File: config.mk
export PLATFORM = sky130hd
export DESIGN_NAME = bf16_dot_lane
export DESIGN_NICKNAME = d
export VERILOG_FILES = /design/src/rtl/bf16_dot_lane.sv
export SDC_FILE = /design/constraint.sdc
export NUM_CORES = 1
export LEC_CHECK = 0
export ABC_AREA = 1
export ABC_CLOCK_PERIOD_IN_PS = 17800
export BUFFER_PORTS_ARGS = -buffer_cell sky130_fd_sc_hd__buf_2
export CAP_MARGIN = 20
export CORE_MARGIN = 1.5
export CORE_UTILIZATION = 35
export CTS_BUF_LIST = sky130_fd_sc_hd__clkbuf_2
export CTS_CLUSTER_SIZE = 20
export DETAILED_ROUTE_END_ITERATION = 10
export GPL_TIMING_DRIVEN = 0
export HOLD_SLACK_MARGIN = 0.03
export RECOVER_POWER = 100
export SYNTH_ARGS = -nofsm -noshare
export SYNTH_HDL_FRONTEND = slang
export SYNTH_SLANG_ARGS = --single-unit
File: constraint.sdc
create_clock -name clk -period 17.8 [get_ports clk]
set_input_delay 2.67 -clock clk [delete_from_list [all_inputs] [get_ports clk]]
set_output_delay 2.67 -clock clk [all_outputs]
set_load 0.02 [all_outputs]
File: src/rtl/bf16_dot_lane.sv
module bf16_dot_lane (
  input  logic        clk,
  input  logic        rst_n,
  input  logic        start,
  input  logic [31:0] acc_in,
  input  logic [31:0] a_in,
  input  logic [31:0] b_in,
  output logic        busy,
  output logic        done,
  output logic [31:0] result
);
  localparam logic [31:0] QNAN = 32'h7FC0_0000;
  localparam logic [31:0] QBIT = 32'h0040_0000;
  localparam int EXT = 27;
  localparam int SW  = 1 + 24 + EXT;

  logic [31:0] mid_q, nan_q;
  logic [15:0] alo_q, blo_q;
  logic        nan_hit_q;

  logic [31:0] fc;
  logic [15:0] fa, fb;
  assign fc = busy ? mid_q : acc_in;
  assign fa = busy ? alo_q : a_in[31:16];
  assign fb = busy ? blo_q : b_in[31:16];

  logic a_zero, a_inf, a_nan, b_zero, b_inf, b_nan, c_zero, c_inf, c_nan;
  assign a_zero = (fa[14:7] == 8'h00);
  assign a_inf  = (&fa[14:7]) & ~|fa[6:0];
  assign a_nan  = (&fa[14:7]) &  |fa[6:0];
  assign b_zero = (fb[14:7] == 8'h00);
  assign b_inf  = (&fb[14:7]) & ~|fb[6:0];
  assign b_nan  = (&fb[14:7]) &  |fb[6:0];
  assign c_zero = (fc[30:23] == 8'h00);
  assign c_inf  = (&fc[30:23]) & ~|fc[22:0];
  assign c_nan  = (&fc[30:23]) &  |fc[22:0];

  logic sp, sc;
  assign sp = fa[15] ^ fb[15];
  assign sc = fc[31];

  logic [15:0] prod;
  assign prod = {1'b1, fa[6:0]} * {1'b1, fb[6:0]};

  logic signed [11:0] ep, ecx, e_big, e_sml, diff;
  assign ep  = $signed({4'b0, fa[14:7]}) + $signed({4'b0, fb[14:7]}) - 12'sd276;
  assign ecx = c_zero ? -12'sd1024 : $signed({4'b0, fc[30:23]}) - 12'sd150;

  logic        p_big;
  logic [23:0] sig_p, sig_c, big_sig, sml_sig;
  assign p_big   = (ep >= ecx);
  assign sig_p   = {prod, 8'h00};
  assign sig_c   = c_zero ? 24'h0 : {1'b1, fc[22:0]};
  assign big_sig = p_big ? sig_p : sig_c;
  assign sml_sig = p_big ? sig_c : sig_p;
  assign e_big   = p_big ? ep : ecx;
  assign e_sml   = p_big ? ecx : ep;
  assign diff    = e_big - e_sml;

  logic [6:0]      shamt;
  logic [SW+63:0]  wide, shifted;
  logic [SW-1:0]   aln_b, aln_s, sum;
  assign shamt   = (diff > 12'sd64) ? 7'd64 : diff[6:0];
  assign wide    = {1'b0, sml_sig, {EXT{1'b0}}, 64'h0};
  assign shifted = wide >> shamt;
  assign aln_s   = shifted[SW+63:64] | {{(SW-1){1'b0}}, |shifted[63:0]};
  assign aln_b   = {1'b0, big_sig, {EXT{1'b0}}};

  logic sgn;
  always_comb begin
    if (sp == sc) begin
      sum = aln_b + aln_s;
      sgn = sp;
    end else if (aln_b >= aln_s) begin
      sum = aln_b - aln_s;
      sgn = p_big ? sp : sc;
    end else begin
      sum = aln_s - aln_b;
      sgn = p_big ? sc : sp;
    end
  end

  logic [5:0] lz;
  always_comb begin
    lz = 6'd0;
    for (int i = 0; i < SW; i++)
      if (sum[i]) lz = i[5:0];
  end

  logic [SW-1:0]      norm;
  logic               rnd;
  logic [24:0]        sig25;
  logic signed [11:0] be;
  logic [22:0]        frac;
  assign norm  = sum << (6'd51 - lz);
  assign rnd   = norm[EXT] & ((|norm[EXT-1:0]) | norm[EXT+1]);
  assign sig25 = {1'b0, norm[SW-1:EXT+1]} + {24'h0, rnd};
  assign be    = $signed({6'b0, lz}) + e_big + 12'sd100 + $signed({11'b0, sig25[24]});
  assign frac  = sig25[24] ? sig25[23:1] : sig25[22:0];

  logic [31:0] gen_out, fma_out;
  always_comb begin
    if (sum == '0)            gen_out = 32'h0000_0000;
    else if (be >= 12'sd255)  gen_out = {sgn, 8'hFF, 23'h0};
    else if (be <= 12'sd0)    gen_out = {sgn, 31'h0};
    else                      gen_out = {sgn, be[7:0], frac};
  end

  always_comb begin
    if (a_nan)                                  fma_out = {fa, 16'h0} | QBIT;
    else if (b_nan)                             fma_out = {fb, 16'h0} | QBIT;
    else if (c_nan)                             fma_out = fc | QBIT;
    else if ((a_inf & b_zero) | (b_inf & a_zero)) fma_out = QNAN;
    else if (a_inf | b_inf)                     fma_out = (c_inf & (sc != sp)) ? QNAN : {sp, 8'hFF, 23'h0};
    else if (c_inf)                             fma_out = fc;
    else if (a_zero | b_zero)                   fma_out = c_zero ? {sc & sp, 31'h0} : fc;
    else                                        fma_out = gen_out;
  end

  function automatic logic is_nan16(input logic [15:0] x);
    return (&x[14:7]) & (|x[6:0]);
  endfunction

  logic        nan_any;
  logic [31:0] nan_pick;
  always_comb begin
    nan_any = 1'b1;
    if (is_nan16(a_in[15:0]))       nan_pick = {a_in[15:0], 16'h0} | QBIT;
    else if (is_nan16(b_in[15:0]))  nan_pick = {b_in[15:0], 16'h0} | QBIT;
    else if (is_nan16(a_in[31:16])) nan_pick = {a_in[31:16], 16'h0} | QBIT;
    else if (is_nan16(b_in[31:16])) nan_pick = {b_in[31:16], 16'h0} | QBIT;
    else if ((&acc_in[30:23]) & (|acc_in[22:0])) nan_pick = acc_in | QBIT;
    else begin
      nan_pick = 32'h0;
      nan_any  = 1'b0;
    end
  end

  always_ff @(posedge clk or negedge rst_n) begin
    if (!rst_n) begin
      busy      <= 1'b0;
      done      <= 1'b0;
      result    <= 32'h0;
      mid_q     <= 32'h0;
      alo_q     <= 16'h0;
      blo_q     <= 16'h0;
      nan_hit_q <= 1'b0;
      nan_q     <= 32'h0;
    end else begin
      done <= 1'b0;
      if (busy) begin
        result <= nan_hit_q ? nan_q : fma_out;
        done   <= 1'b1;
        busy   <= 1'b0;
      end else if (start) begin
        mid_q     <= fma_out;
        alo_q     <= a_in[15:0];
        blo_q     <= b_in[15:0];
        nan_hit_q <= nan_any;
        nan_q     <= nan_pick;
        busy      <= 1'b1;
      end
    end
  end
endmodule


==> metrics.cfg <==
[run_status]
result_of_the_run = complete, but fails checks
violations = DRC, capacitance limit, slew limit, setup timing

[cts]
clk_pin_slew_ps = 220
numCtsBuffers = 17
clock_sinks = 130
cts_root_buffer = clkbuf_2
cts_tree = built
insertion_delay_ps = 780
ctsHtreeMaxLevel = 4
clk_path_buf_depth = 2
cts-hold-fix-buffers = 0

[sta]
fmax_mhz = 55.5
setup_violations = 41
totalNegativeSetupSlack_ps = -3580
worst_slew_pin_slew_ps = 3560
fin_skew_ps = 40.0
grt_setup_unrepaired = yes
fin_crit_sh_pct = 101
timing.slew.headroom_pct = -137
final_critical_path_setup_slack_ps = -215
slew_violations = 133
period_needed_ps = 18010
report.final.hold_viol_count = 0

[worst_setup_path]
critical-path-top-delay-family = simple AND/OR/NAND/NOR gates
startpoint = a_in[24]
critical_path_class = primary input to flip-flop
start_kind = primary input
critical-path-top-cell-by-count = nand2_1
cp.required_ps = 18540
cp-end-kind = flip-flop
crit_end = result[0]$_DFFE_PN0P_
worst_ep_arrival_time_ps = 18750
worstPathMaxFanout = 11
worstReg2RegStart = busy$_DFF_PN0_
regToRegEndpoint = result[0]$_DFFE_PN0P_
crit_path_max_incr_delay_ps = 520
cpMaxStageDelayCell = clkbuf_1
r2r.worst_path.cells = 108
crit_cells = 109
cp.buffers_inverters = 16
setup.reg_to_reg.worst_slack_ps = -80

[yosys]
synth_sequential_area_ratio_pct = 13.1
synthesis.area_per_instance_sq_um = 5.67
count_of_flip_flops_with_a_built_in_enable_after_synthesis = 0
synth_cells = 4365
syn_nets = 4653
synth_seq_cells = 130
synth_cell_types = 72
netlist_area_sq_mm = 0.0247
synth_top_flop_cell = dfrtp_1
async_flop_share_pct = 100
yosysWarningCount = 0

[cells_and_area]
layout.cells.most_common = nand2_1
post_route_cells_drive_above_1_share_pct = 24.8
finalInstanceArea_sq_mm = 0.0323
mostFrequentLayoutCells = nand2_1, nand3_1, inv_1
postLayoutCoreUtil_pct = 46.1
num-nets-final = 4993
fillCellCount = 7528
syn2layout_area_growth_pct = 30.6

[global_routing]
grt_antenna_before_repair = 3
grt_overflow_total = 0
grt_max_degree = 68
grt_first_pass_wirelength_microns = 171000
first_global_vias = 29300
gr-usage-all-layers_pct = 30.5

[placed_design]
hpwl_after_dpl_microns = 92800
placement.io_buffers = 132
pre_cts_ws_ps = -5260
detailed_place.area_sq_mm = 0.0266
gpl.final_weighted_congestion = 1.05

[drt]
post_drt_via_cell_ratio = 5.63
antenna_violating_nets_post_route = 0
post-route-drc-count = 1
iteration_0_drc_markers = 3505
avgRoutedWirePerCell_microns = 20.6
detail_route.first_pass.iterations = 11
drt-total-wl_microns = 117000
via_count = 31800

[hold_path]
min_path_type = flip-flop to flip-flop
hold-path-cell-count = 2

[flow_run]
maxCapViolCount = 2

[die]
design.die.area_sq_mm = 0.0723
die_x_microns = 269
boundaryPins = 133
initial_core_util_pct = 35.3
placement_rows = 97
die_height_microns = 269
core_area_sq_mm = 0.0700

[cell type report]
class | count | area, sq um | area share, %
multi-input cells | 3435 | 21800 | 67.5
flip-flops and latches | 130 | 3250 | 10.1
repair buffers | 329 | 2310 | 7.16
inverters | 599 | 2280 | 7.06
plain buffers | 193 | 1240 | 3.84
well taps | 940 | 1180 | 3.64
clock inverters | 14 | 156 | 0.484
clock buffers | 17 | 85.1 | 0.263
diodes | 1 | 2.50 | 0.00775
[cells by family after synthesis]
group                    synth area share [%]
AO/OA/AOI/OAI                            14.4
AND/OR/NAND/NOR                          45.2
adder cells (fa/ha/maj)                  10.8
XOR/XNOR                                 2.99
multiplexers                            0.445
flip-flops                               13.1
buffers and inverters                    12.9
[flip-flops by register name, summed over array words and instances, names as in the netlist]
signal / count
busy: 1
blo_q: 16
nan_q: 32
result: 32
done: 1
alo_q: 16
mid_q: 32
[cells in the mapped netlist, drive strengths merged, types with 10 or more instances]
library cell | count | area [sq um]
a21oi | 170 | 881
a31oi | 16 | 100
and2 | 12 | 75.1
buf | 88 | 524
clkbuf | 114 | 428
dfrtp | 130 | 3250
fa | 41 | 821
ha | 148 | 1850
inv | 590 | 2220
mux2i | 11 | 110
nand2 | 1269 | 4900
nand3 | 751 | 3810
nand4 | 61 | 388
nor2 | 327 | 1310
nor3 | 30 | 155
nor4 | 29 | 194
o211ai | 25 | 188
o21a | 10 | 75.1
o21ai | 289 | 1460
o21bai | 15 | 113
o221ai | 13 | 114
o22ai | 30 | 194
or2 | 39 | 244
xor2 | 75 | 679
[routing by layer]
metal	vias to the layer above	wire (microns)	GRT usage, %
met4	2	6150	14.0
met2	1505	53600	50.2
li1	15000	-	-
met3	316	8740	4.38
met1	15000	48200	39.3
met5	-	17	0
[through the flow]
step	hold slack, ps	cells
after floorplan	441	4365
after global placement	457	5437
after detailed placement	460	5439
after CTS	507	5539
after global routing	529	5658
final	505	5658
[worst register-to-register path: cells and delay by family, from the launching register on]
family	cells	cell delay (ps)
mux	1	310
xor+xnor	3	600
compound gates	30	4830
fa+ha+maj	10	3470
buf+inv	22	3690
simple gates	42	4540
flops	1	440
[how the worst min path moves through the flow]
stage	from	to	slack [ps]
final	alo_q[7]$_DFFE_PN0P_	alo_q[7]$_DFFE_PN0P_	510
after global routing	alo_q[6]$_DFFE_PN0P_	alo_q[6]$_DFFE_PN0P_	530
after CTS	alo_q[7]$_DFFE_PN0P_	alo_q[7]$_DFFE_PN0P_	510
after detailed placement	result[9]$_DFFE_PN0P_	result[9]$_DFFE_PN0P_	460
after global placement	blo_q[13]$_DFFE_PN0P_	blo_q[13]$_DFFE_PN0P_	460
after floorplan	alo_q[0]$_DFFE_PN0P_	alo_q[0]$_DFFE_PN0P_	440
[what timing repair did]
item | 4_1_cts | 5_1_grt
setup buffers | 69 | 111
hold endpoints to repair | 0 | 0
cloned | 8 | 5
pin swaps | 55 | 218
gates resized for setup | 335 | 671
endpoints found under the setup margin | 62 | 62
Power is left out: the tool's default activity adds up to more than one toggle a clock period on the data nets, which glitch-free logic cannot reach.
